$ cat config.mk
export PLATFORM = sky130hd
export DESIGN_NAME = soft_in_formatter
export DESIGN_NICKNAME = d
export VERILOG_FILES = /design/src/rtl/soft_in_fmt_pkg.sv /design/src/rtl/fmt_lane_widen.sv /design/src/rtl/fmt_seq_ctrl.sv /design/src/rtl/soft_in_formatter.sv
export SDC_FILE = /design/constraint.sdc
export NUM_CORES = 1
export LEC_CHECK = 0
export ABC_CLOCK_PERIOD_IN_PS = 5200
export BUFFER_PORTS_ARGS = -buffer_cell sky130_fd_sc_hd__buf_2
export CAP_MARGIN = 20
export CORE_AREA = 2 2 84 126
export CTS_BUF_LIST = sky130_fd_sc_hd__clkbuf_4
export CTS_CLUSTER_SIZE = 28
export DETAILED_ROUTE_END_ITERATION = 7
export DIE_AREA = 0 0 86 128
export GPL_ROUTABILITY_DRIVEN = 0
export PLACE_DENSITY = 0.81
export RECOVER_POWER = 100
export SKIP_CTS_REPAIR_TIMING = 1
export SLEW_MARGIN = 20
export SYNTH_ARGS = -nofsm -noshare
export SYNTH_HDL_FRONTEND = slang
export SYNTH_SLANG_ARGS = --single-unit
$ cat constraint.sdc
create_clock -name clk -period 5.2 [get_ports clk]
set_clock_uncertainty 0.05 [all_clocks]
set_input_delay 1.04 -clock clk [delete_from_list [all_inputs] [get_ports clk]]
set_output_delay 1.04 -clock clk [all_outputs]
set_load 0.03 [all_outputs]
$ cat src/rtl/soft_in_fmt_pkg.sv
package soft_in_fmt_pkg;

    typedef enum logic [1:0] {
        ST_IDLE   = 2'd0,
        ST_DATA   = 2'd1,
        ST_TAIL_A = 2'd2,
        ST_TAIL_B = 2'd3
    } fmt_state_t;

    typedef enum logic [1:0] {
        PH_DATA   = 2'd0,
        PH_TAIL_A = 2'd1,
        PH_TAIL_B = 2'd2
    } fmt_phase_t;

    localparam int NUM_PAR   = 4;
    localparam int NUM_LANES = NUM_PAR + 1;
    localparam int TAIL_LEN  = 3;

endpackage

$ cat src/rtl/fmt_lane_widen.sv
module fmt_lane_widen #(
    parameter int IN_INT  = 3,
    parameter int IN_FRAC = 2,
    parameter int WK_INT  = 7,
    parameter int WK_FRAC = 3
) (
    input  logic [IN_INT+IN_FRAC-1:0] lane_i,
    input  logic                      zero_i,
    output logic [WK_INT+WK_FRAC-1:0] lane_o
);
    localparam int IN_W   = IN_INT + IN_FRAC;
    localparam int WK_W   = WK_INT + WK_FRAC;
    localparam int EXT_HI = WK_INT - IN_INT;
    localparam int PAD_LO = WK_FRAC - IN_FRAC;

    logic [WK_W-1:0] widened;

    generate
        if (PAD_LO > 0) begin : g_pad
            assign widened = {{EXT_HI{lane_i[IN_W-1]}}, lane_i, {PAD_LO{1'b0}}};
        end else begin : g_nopad
            assign widened = {{EXT_HI{lane_i[IN_W-1]}}, lane_i};
        end
    endgenerate

    assign lane_o = zero_i ? '0 : widened;

endmodule

$ cat src/rtl/fmt_seq_ctrl.sv
module fmt_seq_ctrl
    import soft_in_fmt_pkg::*;
#(
    parameter int LEN_W = 14
) (
    input  logic             clk,
    input  logic             rst_n,
    input  logic             start_i,
    input  logic             valid_i,
    input  logic [LEN_W-1:0] blk_len_i,
    output logic             accept_o,
    output logic [LEN_W:0]   idx_o,
    output fmt_phase_t       phase_o,
    output logic             ready_first_o
);
    localparam int IDX_W = LEN_W + 1;

    fmt_state_t       state_q, state_d;
    logic [IDX_W-1:0] idx_q, len_q;
    logic [IDX_W-1:0] cur_idx, cur_len, nxt_idx;
    logic             last_word;

    function automatic fmt_state_t state_for(input logic [IDX_W-1:0] i,
                                             input logic [IDX_W-1:0] l);
        if (i < l)
            return ST_DATA;
        else if (i < l + IDX_W'(TAIL_LEN))
            return ST_TAIL_A;
        else
            return ST_TAIL_B;
    endfunction

    assign cur_len   = (state_q == ST_IDLE) ? IDX_W'(blk_len_i) : len_q;
    assign cur_idx   = (state_q == ST_IDLE) ? '0 : idx_q;
    assign nxt_idx   = cur_idx + 1'b1;
    assign last_word = (cur_idx == cur_len + IDX_W'(2 * TAIL_LEN - 1));

    // state register
    always_ff @(posedge clk or negedge rst_n) begin
        if (!rst_n) begin
            state_q <= ST_IDLE;
            idx_q   <= '0;
            len_q   <= '0;
        end else begin
            state_q <= state_d;
            if (accept_o) begin
                idx_q <= last_word ? '0 : nxt_idx;
                len_q <= cur_len;
            end
        end
    end

    // next state
    always_comb begin
        state_d = state_q;
        unique case (state_q)
            ST_IDLE:   if (start_i && valid_i) state_d = state_for(nxt_idx, cur_len);
            ST_DATA:   if (valid_i) state_d = state_for(nxt_idx, cur_len);
            ST_TAIL_A: if (valid_i) state_d = state_for(nxt_idx, cur_len);
            ST_TAIL_B: if (valid_i) state_d = last_word ? ST_IDLE : ST_TAIL_B;
        endcase
    end

    // outputs
    always_comb begin
        accept_o      = 1'b0;
        phase_o       = PH_DATA;
        ready_first_o = 1'b0;
        unique case (state_q)
            ST_IDLE: begin
                ready_first_o = 1'b1;
                accept_o      = start_i && valid_i;
                phase_o       = (blk_len_i == '0) ? PH_TAIL_A : PH_DATA;
            end
            ST_DATA: begin
                accept_o = valid_i;
                phase_o  = PH_DATA;
            end
            ST_TAIL_A: begin
                accept_o = valid_i;
                phase_o  = PH_TAIL_A;
            end
            ST_TAIL_B: begin
                accept_o = valid_i;
                phase_o  = PH_TAIL_B;
            end
        endcase
    end

    assign idx_o = cur_idx;

endmodule

$ cat src/rtl/soft_in_formatter.sv
module soft_in_formatter
    import soft_in_fmt_pkg::*;
#(
    parameter int IN_INT  = 3,
    parameter int IN_FRAC = 2,
    parameter int WK_INT  = 7,
    parameter int WK_FRAC = 3,
    parameter int LEN_W   = 14,
    localparam int IN_W   = IN_INT + IN_FRAC,
    localparam int WK_W   = WK_INT + WK_FRAC,
    localparam int IDX_W  = LEN_W + 1
) (
    input  logic                    clk,
    input  logic                    rst_n,
    input  logic                    start_i,
    input  logic                    valid_i,
    input  logic [LEN_W-1:0]        blk_len_i,
    input  logic [NUM_LANES*IN_W-1:0] din_i,
    output logic                    ready_first_o,
    output logic                    sys_we_o,
    output logic [IDX_W-1:0]        sys_addr_o,
    output logic [WK_W-1:0]         sys_wdata_o,
    output logic                    par_we_o,
    output logic [IDX_W-1:0]        par_addr_o,
    output logic [NUM_PAR*WK_W-1:0] par_wdata_o,
    output logic [1:0]              wr_phase_o
);

    generate
        if (IN_INT < 2 || IN_INT > 5 || IN_FRAC < 1 || IN_FRAC > 4) begin : g_bad_in
            $error("soft_in_formatter: input format out of range");
        end
        if (WK_INT < IN_INT + 3 || WK_FRAC < IN_FRAC) begin : g_bad_wk
            $error("soft_in_formatter: internal format too narrow");
        end
    endgenerate

    logic             accept;
    logic [IDX_W-1:0] cur_idx;
    fmt_phase_t       cur_phase;

    fmt_seq_ctrl #(.LEN_W(LEN_W)) u_ctrl (
        .clk          (clk),
        .rst_n        (rst_n),
        .start_i      (start_i),
        .valid_i      (valid_i),
        .blk_len_i    (blk_len_i),
        .accept_o     (accept),
        .idx_o        (cur_idx),
        .phase_o      (cur_phase),
        .ready_first_o(ready_first_o)
    );

    logic [WK_W-1:0]         sys_conv;
    logic [NUM_PAR*WK_W-1:0] par_conv;

    fmt_lane_widen #(
        .IN_INT(IN_INT), .IN_FRAC(IN_FRAC), .WK_INT(WK_INT), .WK_FRAC(WK_FRAC)
    ) u_sys (
        .lane_i(din_i[NUM_LANES*IN_W-1 -: IN_W]),
        .zero_i(1'b0),
        .lane_o(sys_conv)
    );

    generate
        for (genvar g = 0; g < NUM_PAR; g++) begin : g_par
            localparam bit SECOND_ENC = (g >= NUM_PAR / 2);
            logic lane_off;
            assign lane_off = SECOND_ENC ? (cur_phase == PH_TAIL_A)
                                         : (cur_phase == PH_TAIL_B);
            fmt_lane_widen #(
                .IN_INT(IN_INT), .IN_FRAC(IN_FRAC), .WK_INT(WK_INT), .WK_FRAC(WK_FRAC)
            ) u_par (
                .lane_i(din_i[g*IN_W +: IN_W]),
                .zero_i(lane_off),
                .lane_o(par_conv[g*WK_W +: WK_W])
            );
        end
    endgenerate

    always_ff @(posedge clk or negedge rst_n) begin
        if (!rst_n) begin
            sys_we_o    <= 1'b0;
            par_we_o    <= 1'b0;
            sys_addr_o  <= '0;
            par_addr_o  <= '0;
            sys_wdata_o <= '0;
            par_wdata_o <= '0;
            wr_phase_o  <= PH_DATA;
        end else begin
            sys_we_o <= accept;
            par_we_o <= accept;
            if (accept) begin
                sys_addr_o  <= cur_idx;
                par_addr_o  <= cur_idx;
                sys_wdata_o <= sys_conv;
                par_wdata_o <= par_conv;
                wr_phase_o  <= cur_phase;
            end
        end
    end

endmodule

==> results of run 1 <==
==> cells by family (layout without fill, tap and decap cells) <==
kind of cell / Yosys count / after routing / share of synthesized area, %
mux: 15 / 15 / 2.94
other cells: 1 / 6 / 0.0705
xor+xnor: 44 / 44 / 7.38
flops: 75 / 75 / 35.3
simple gates: 222 / 222 / 19.3
fa+ha+maj: 35 / 35 / 8.18
compound gates: 134 / 134 / 17.5
buf+inv: 84 / 154 / 9.38
==> sequential cells by signal (all words and copies together), names as in the netlist <==
name and flops:
par_addr_o 15, par_wdata_o 20, par_we_o 1, sys_wdata_o 5, u_ctrl.idx_q 15, u_ctrl.len_q 15, u_ctrl.state_q 2, wr_phase_o 2
==> through the flow <==
step           total power, W  cells
2_1_floorplan         0.00233    614
3_3_place_gp          0.00265    785
3_5_place_dp          0.00272    785
4_1_cts               0.00311    801
5_1_grt               0.00328    802
6_report              0.00305    802
==> report_power, final <==
group | total [W] | internal, W | switching (W) | leakage (nW)
clock network | 0.000381 | 0.000150 | 0.000231 | 0.0807
registers | 0.000929 | 0.000745 | 0.000184 | 0.975
logic | 0.00174 | 0.000632 | 0.00111 | 1.51
total | 0.00305 | 0.00153 | 0.00152 | 2.56
==> cells in the mapped netlist (all sizes together) (4+ instances only) <==
cell	n	area [um^2]
xnor2	34	305
nand3b	6	57.6
buf	49	365
nand2	128	480
nor3	4	20.0
nor2	23	86.3
a21boi	5	37.5
o41ai	6	52.6
inv	12	47.6
nand2b	15	96.3
nor2b	7	43.8
clkbuf	23	86.3
o21ai	60	327
ha	34	425
nand4	7	43.8
xor2	10	87.6
a22o	12	105
dfrtp	75	1880
mux2i	13	130
a21oi	10	50.1
a21o	9	67.6
a211oi	5	42.5
nand3	21	105
==> layer usage <==
layer	wire (um)	share of wire, %
met5	0	0
met4	647	4.9
met3	757	5.8
met2	6390	49
met1	5350	41
==> how the worst max path moves through the flow <==
stage	cells after the start	slack (ns)	start	to
after floorplan	22	0.99	u_ctrl.state_q[0]$_DFFE_PN0P_	u_ctrl.state_q[0]$_DFFE_PN0P_
after global placement	15	1.26	blk_len_i[2]	u_ctrl.state_q[0]$_DFFE_PN0P_
after detailed placement	17	1.01	u_ctrl.state_q[0]$_DFFE_PN0P_	u_ctrl.state_q[0]$_DFFE_PN0P_
after CTS	17	0.94	u_ctrl.state_q[0]$_DFFE_PN0P_	u_ctrl.state_q[0]$_DFFE_PN0P_
after global routing	18	0.36	u_ctrl.state_q[1]$_DFFE_PN0P_	u_ctrl.state_q[0]$_DFFE_PN0P_
final	17	0.65	u_ctrl.state_q[0]$_DFFE_PN0P_	u_ctrl.state_q[0]$_DFFE_PN0P_
==> layout make-up <==
class	count	area, um^2
multi-input combinational	455	2920
antenna	1	2.50
inverter	12	47.5
tap	117	146
clock buffer	9	67.6
clock inverter	7	75.1
sequential	75	1880
fill	969	4290
timing repair buffer	126	539
==> worst register-to-register path, stage by stage (launching register included) <==
cell	delay, ns
dfrtp_1	0.40
inv_1	0.09
ha_1	0.50
nor2b_1	0.39
ha_1	0.25
nand3_1	0.12
nor2_1	0.18
nand4_1	0.26
nor3_1	0.34
xor2_1	0.31
ha_1	0.31
a21o_1	0.16
a21o_1	0.19
a211oi_1	0.29
o221ai_1	0.19
nand4b_1	0.18
o32ai_1	0.13
a31oi_2	0.15
==> metrics.csv, run 1 <==
metric,value,unit
status,finished with violations,
violations,"max-capacitance violations, max-slew violations",
setup_viol,0,
drtIter0Drc,441,
drc_errors,0,
grt_pass1_wl,20900,um
place_hpwl,9650,um
finalHoldViolCount,0,
htree_num_levels,3,
crit_chain,inv_1 -> ha_1 -> nor2b_1 -> ha_1 -> nand3_1 -> nor2_1 -> nand4_1 -> nor3_1 -> xor2_1 -> ha_1 -> a21o_1 -> a21o_1 -> a211oi_1 -> o221ai_1 -> nand4b_1 -> o32ai_1 -> a31oi_2,
num_vias,4620,
crit_type,flop to flop,
r2r_start,u_ctrl.state_q[0]$_DFFE_PN0P_,
max_cap_violations,2,
yosysSeqAreaShare,35.3,%
final_common_cell,nand2_1,
worstSetupEndpointType,flop,
grt.met2_usage,39.3,%
power.leakage,2.56,nW
max_freq,0.220,GHz
min_period,4.55,ns
antenna_found_initial,1,
synth_cell_types,67,
slowest_delay,0.50,ns
crit_top_cell,ha_1,
via_per_inst,5.76,
clk_pin_slew,0.13,ns
clock_sinks,75,
layout-drive-gt1-share,11.7,%
grt_max_degree,112,
worst_hold_path.endpoint,sys_wdata_o[1]$_DFFE_PN0P_,
avgSynthCellArea,8.73,um^2
core_area,9970,um^2
design_area,5680,um^2
setup_tns,0,ns
max-vdd-ir-drop,0.178,mV
arrival,4.87,ns
power_density,538,nW/um^2
cts_buffers,9,
use_met3,3.22,%
io_buffers,122,
netlist_area,5320,um^2
min_path_type,flop to flop,
cts-root-buf,clkbuf_4,
top_usage_layer,met2,
hold_depth,2,
relSlewSlack,-24.8,%
placementRows,45,
start_kind,flop,
initial_core_util,53.4,%
pre_cts_slack,1.01,ns
synth_flop_cell,dfrtp_1,
r2r.worst_path.cells,17,
yosysWarnings,0,
antenna_left,0,
grt_use_total,23.9,%
area_delta_synth_final,6.65,%
timing.final.crit_share,87.5,%
final_core_util,57.0,%
grt_use_met1,29.2,%
dieArea,11000,um^2
grt_overflow_total,0,
setup_ws,0.650,ns
holdWs,0.444,ns
clkLatencyLatePin,0.44,ns
async_reset_ff_share,100,%
die_y,128,um
tritoncts,done,
min_from,sys_wdata_o[1]$_DFFE_PN0P_,
dpl-instance-area,5690,um^2
tightest_slew,1.87,ns
routedWlPerCell,16.4,um
path_buf_inv,1,
io_pins,128,
drv_slew,188,
synth_cells,610,
layout_common_cells,"128 x nand2_1, 79 x clkbuf_1, 75 x dfrtp_1, 56 x o21ai_0, 42 x buf_2",
routed_wl,13100,um
grt_pass1_vias,4365,
critPathMaxFanout,22,
synth_seq_cells,75,
crit_required,5.52,ns
critPathTopFamily,simple AND/OR/NAND/NOR gates,
rsz0062_at_grt,false,
dr.pass1.iters,6,
r2r_slack,0.65,ns
clk_path_buf_depth,2,
die_w,86,um
cpMaxStageDelayCell,ha_1,
r2r_end,u_ctrl.state_q[0]$_DFFE_PN0P_,
synth-edff-count,0,
nets,756,
(Power assumes the default switching activity.)
==> run 2: changes to the inputs <==
--- a/config.mk
+++ b/config.mk
@@ -15,8 +15,8 @@
 export DIE_AREA = 0 0 86 128
 export GPL_ROUTABILITY_DRIVEN = 0
 export PLACE_DENSITY = 0.81
-export RECOVER_POWER = 100
 export SKIP_CTS_REPAIR_TIMING = 1
+export SKIP_LAST_GASP = 1
 export SLEW_MARGIN = 20
 export SYNTH_ARGS = -nofsm -noshare
 export SYNTH_HDL_FRONTEND = slang
==> metrics.csv, run 2 (synthesized netlist as in run 1, its figures left out) <==
metric,value,unit
status,"complete, no violations",
max-vdd-ir-drop,0.184,mV
max_cap_violations,0,
slowest_delay,0.40,ns
antenna_found_initial,1,
finalHoldViolCount,0,
path_buf_inv,1,
io_pins,128,
clk_pin_slew,0.13,ns
relSlewSlack,35.9,%
via_per_inst,5.78,
multiInputGateArea,2980,um^2
drtIter0Drc,411,
regMostFlops,par_wdata_o,
use_met3,3.22,%
clk_path_buf_depth,2,
power.leakage,2.86,nW
arrival,4.63,ns
place_hpwl,9650,um
nets,756,
antenna_left,0,
timing.final.crit_share,83.0,%
rsz0062_at_grt,false,
cts_buffers,9,
crit_type,flop to flop,
layout_common_cells,"128 x nand2_1, 121 x buf_2, 75 x dfrtp_1, 51 x o21ai_0",
clock_sinks,75,
grt.met2_usage,39.3,%
hold_depth,2,
critPathTopFamily,simple AND/OR/NAND/NOR gates,
die_w,86,um
grt_pass1_wl,20900,um
cpMaxStageDelayCell,dfrtp_1,
drc_errors,0,
dieArea,11000,um^2
path_depth,17,
r2r_start,u_ctrl.state_q[0]$_DFFE_PN0P_,
drv_slew,0,
nFillCells,914,
holdWs,0.439,ns
r2r.worst_path.cells,17,
critPathMaxFanout,22,
top_usage_layer,met2,
min_period,4.32,ns
num_vias,4633,
min_path_type,flop to flop,
io_buffers,122,
min_from,sys_wdata_o[1]$_DFFE_PN0P_,
grt_max_degree,112,
max_freq,0.232,GHz
initial_core_util,53.4,%
worstSetupEndpointType,flop,
routed_wl,13100,um
dr.pass1.iters,6,
setup_tns,0,ns
final_common_cell,nand2_1,
routedWlPerCell,16.3,um
grt_use_total,23.9,%
htree_num_levels,3,
grt_overflow_total,0,
layout.cells.non_filler,802,
tritoncts,done,
setup_viol,0,
place_inst,785,
crit_chain,inv_1 -> ha_2 -> nor2b_1 -> ha_1 -> nand3_1 -> nor2_1 -> nand4_1 -> nor3_1 -> xor2_1 -> ha_1 -> a21o_1 -> a21o_1 -> a211oi_1 -> o221ai_1 -> nand4b_1 -> o32ai_1 -> a31oi_2,
grt_pass1_vias,4365,
largest_reg_flops,20,
cp-startpoint,u_ctrl.state_q[0]$_DFFE_PN0P_,
area_delta_synth_final,9.61,%
grt_use_met1,29.2,%
placementRows,45,
cts-root-buf,clkbuf_4,
crit_required,5.52,ns
tightest_slew,0.962,ns
p_total,0.00312,W
start_kind,flop,
die_y,128,um
power_density,535,nW/um^2
core_area,9970,um^2
clkLatencyLatePin,0.45,ns
layout-drive-gt1-share,24.6,%
seqCellArea,1880,um^2
[run 2: cell type report]
cell class	instances	share of cell area, %
multi-input combinational	455	51.0
sequential	75	32.2
timing repair buffer	126	11.0
tap	117	2.51
clock inverter	7	1.29
clock buffer	9	1.16
inverter	12	0.815
antenna	1	0.0429
[run 2: routing by layer]
metal | part of all wire [%] | vias to the layer above
met2 | 49 | 192
met4 | 4.9 | 0
met3 | 5.4 | 51
li1 | - | 2212
met5 | 0 | -
met1 | 41 | 2178
[run 2: through the flow]
step                      worst slack, ns  util (%)  instance area [um^2]
after CTS                           0.936      58.5                  5830
after detailed placement             1.01      57.1                  5690
after global placement               1.26      57.1                  5690
after floorplan                     0.987         -                  5340
final                               0.882      58.5                  5830
after global routing                0.604      58.5                  5830
[run 2: final timing paths]
check                                                 to  slack [ns]
max                        u_ctrl.state_q[0]$_DFFE_PN0P_        0.88
min                           sys_wdata_o[1]$_DFFE_PN0P_        0.44
max reg2reg                u_ctrl.state_q[0]$_DFFE_PN0P_        0.88
min reg2reg                   sys_wdata_o[1]$_DFFE_PN0P_        0.44
max in group asynchronous    par_wdata_o[22]$_DFFE_PN0P_        3.81
min in group asynchronous    u_ctrl.len_q[1]$_DFFE_PN0P_        0.67
[run 2: power breakdown]
part,switching (W),total [W],leakage [nW],internal (W)
Combinational,0.00113,0.00181,1.80,0.000683
Clock,0.000231,0.000381,0.0807,0.000150
Sequential,0.000181,0.000925,0.975,0.000744
[run 2: worst register-to-register path, stage by stage, from the launching register on]
cell	delay, ns
dfrtp_1	0.40
inv_1	0.10
ha_2	0.35
nor2b_1	0.32
ha_1	0.24
nand3_1	0.12
nor2_1	0.18
nand4_1	0.26
nor3_1	0.34
xor2_1	0.30
ha_1	0.31
a21o_1	0.16
a21o_1	0.19
a211oi_1	0.29
o221ai_1	0.19
nand4b_1	0.18
o32ai_1	0.13
a31oi_2	0.15
==> run 3: changes to the inputs <==
--- a/config.mk
+++ b/config.mk
@@ -5,14 +5,15 @@
 export SDC_FILE = /design/constraint.sdc
 export NUM_CORES = 1
 export LEC_CHECK = 0
-export ABC_CLOCK_PERIOD_IN_PS = 5200
+export ABC_AREA = 1
+export ABC_CLOCK_PERIOD_IN_PS = 4100
 export BUFFER_PORTS_ARGS = -buffer_cell sky130_fd_sc_hd__buf_2
 export CAP_MARGIN = 20
-export CORE_AREA = 2 2 84 126
+export CORE_AREA = 2 2 85 127
 export CTS_BUF_LIST = sky130_fd_sc_hd__clkbuf_4
 export CTS_CLUSTER_SIZE = 28
 export DETAILED_ROUTE_END_ITERATION = 7
-export DIE_AREA = 0 0 86 128
+export DIE_AREA = 0 0 87 129
 export GPL_ROUTABILITY_DRIVEN = 0
 export PLACE_DENSITY = 0.81
 export SKIP_CTS_REPAIR_TIMING = 1
==> constraint.sdc (replaced) <==
create_clock -name clk -period 4.1 [get_ports clk]
set_clock_uncertainty 0.05 [all_clocks]
set_input_delay 0.82 -clock clk [delete_from_list [all_inputs] [get_ports clk]]
set_output_delay 0.82 -clock clk [all_outputs]
set_load 0.03 [all_outputs]
==> metrics.csv, run 3 <==
metric,value,unit
status,"complete, no violations",
max-vdd-ir-drop,0.333,mV
layout-drive-gt1-share,24.5,%
relSlewSlack,35.4,%
drtIter0Drc,269,
core_area,10100,um^2
grt_overflow_total,0,
die_y,129,um
synth_cell_types,38,
layout_common_cells,"238 x nand2_1, 121 x buf_2, 75 x dfrtp_1, 66 x inv_1, 47 x nor2_1",
synth_cells,733,
route.met3.wl,639,um
area_delta_synth_final,10.3,%
setup_viol,0,
antenna_found_initial,1,
yosys.area.top_type_share,34.6,%
regMostFlops,par_wdata_o,
finalHoldViolCount,0,
m1WireLength,5210,um
avgSynthCellArea,7.39,um^2
synth_largest_area_cell,dfrtp_1,
min_path_type,primary input to asynchronous set/reset pin,
clkLatencyLatePin,0.47,ns
final_common_cell,nand2_1,
io_buffers,122,
p_total,0.00438,W
cts-root-buf,clkbuf_4,
max_freq,0.271,GHz
crit_type,flop to flop,
critPathTopFamily,simple AND/OR/NAND/NOR gates,
crit_chain,inv_1 -> ha_1 -> buf_4 -> nor2_4 -> ha_1 -> nand2_1 -> nor2_2 -> nand2_1 -> nor3_4 -> nand2_2 -> nor2_2 -> nand2_1 -> xor2_1 -> inv_1 -> ha_1 -> nand2_1 -> inv_1 -> nand3_1 -> nor3_1 -> nand2_1 -> nand2_1 -> nand2_1 -> nand3_1 -> nand2_1,
wl_met2,7110,um
power_density,733,nW/um^2
seqCellArea,1880,um^2
placementRows,45,
setup_tns,0,ns
slowest_delay,0.40,ns
crit_top_cell,nand2_1,
worstSetupEndpointType,flop,
yosysWarnings,0,
path_buf_inv,4,
synth-edff-count,0,
max_cap_violations,0,
drv_slew,0,
num_vias,4942,
tightest_slew,0.969,ns
grt_pass1_vias,4582,
nets,892,
largest_reg_flops,20,
clock_sinks,75,
path_depth,24,
top_layer,met4,
grt_max_degree,76,
drc_errors,0,
nFillCells,962,
yosys-top-cells-area,"dfrtp_1 35%, nand2_1 16%, ha_1 7.9%, buf_4 5.7%, inv_1 4.6%",
async_reset_ff_share,100,%
grt_use_total,24.9,%
initial_core_util,53.8,%
io_pins,128,
synth_seq_cells,75,
yosysSeqAreaShare,34.6,%
routed_wl,13600,um
start_kind,flop,
tritoncts,done,
multiInputGateArea,2870,um^2
netlist_area,5420,um^2
crit_required,4.41,ns
rsz0062_at_grt,false,
routedWlPerCell,14.6,um
cpMaxStageDelayCell,dfrtp_1,
critPathMaxFanout,10,
place_hpwl,10200,um
timing.final.crit_share,90.2,%
clk_path_buf_depth,2,
synth.most_common_cell,nand2_1,
arrival,4.01,ns
via_per_inst,5.27,
htree_num_levels,3,
clk_pin_slew,0.13,ns
cts_buffers,9,
die_w,87,um
synth_flop_cell,dfrtp_1,
antenna_left,0,
grt_pass1_wl,21800,um
power.leakage,3.33,nW
r2r.worst_path.cells,24,
synthTopCellsByCount,"238 x nand2_1, 75 x dfrtp_1, 66 x inv_1, 47 x nor2_1, 43 x o21ai_0",
min_period,3.70,ns
dr.pass1.iters,5,
dieArea,11200,um^2
==> run 3: changes by cell type after synthesis, sizes merged, moves of 13 or more <==
cell / change
mux2i: -13
nand2b: -15
inv: +58
xnor2: -32
nand3: +17
nand2: +132
nor2: +40
==> run 3: kinds of logic (layout without fill, tap and decap cells) <==
kind of cell             Yosys count  in the layout  share of synthesized area [%]
AND/OR/NAND/NOR                  380            380                           31.3
buffers and inverters            131            213                           12.9
AO/OA/AOI/OAI                     92             92                           10.0
flip-flops                        75             75                           34.6
adder cells (fa/ha/maj)           34             34                           7.85
XOR/XNOR                          20             20                           3.23
other                              1              6                         0.0692
==> run 3: final timing paths <==
| kind | to | slack, ns | start |
|---|---|---|---|
| max | u_ctrl.state_q[0]$_DFFE_PN0P_ | 0.40 | u_ctrl.state_q[0]$_DFFE_PN0P_ |
| min | u_ctrl.len_q[13]$_DFFE_PN0P_ | 0.41 | rst_n |
| max reg2reg | u_ctrl.state_q[0]$_DFFE_PN0P_ | 0.40 | u_ctrl.state_q[0]$_DFFE_PN0P_ |
| min reg2reg | sys_wdata_o[4]$_DFFE_PN0P_ | 0.43 | sys_wdata_o[4]$_DFFE_PN0P_ |
| max in group asynchronous | par_addr_o[9]$_DFFE_PN0P_ | 2.92 | rst_n |
| min in group clk | sys_wdata_o[4]$_DFFE_PN0P_ | 0.43 | sys_wdata_o[4]$_DFFE_PN0P_ |
==> run 3: layer usage <==
layer	vias to the layer above	GRT usage, %
li1	2458	-
met1	2265	28.4
met2	169	43.5
met3	50	4.11
met4	0	13.8
met5	-	0
==> run 3: area by class of cell <==
| type | count | share of cell area (%) |
|---|---|---|
| clock buffer | 9 | 1.13 |
| clock inverter | 6 | 1.49 |
| timing repair buffer | 128 | 11.0 |
| antenna | 1 | 0.0419 |
| inverter | 70 | 4.48 |
| sequential | 75 | 31.4 |
| multi-input combinational | 531 | 48.0 |
| tap | 117 | 2.45 |
==> run 3: report_power, final <==
group / internal (W) / switching [W] / total, W
Clock: 0.000244 / 0.000286 / 0.000531
Combinational: 0.000821 / 0.00195 / 0.00277
Sequential: 0.000948 / 0.000133 / 0.00108
Total: 0.00201 / 0.00237 / 0.00438
==> run 3: through the flow <==
step	area, um^2	worst slack (ns)	utilization [%]	hold slack, ns	instances
final	5980	0.403	59.3	0.413	937
after global routing	5980	0.0323	59.3	0.461	937
after CTS	5970	0.415	59.3	0.434	936
after detailed placement	5820	0.453	57.7	0.403	921
after global placement	5820	0.579	57.7	0.399	921
after floorplan	5430	0.565	-	0.399	737
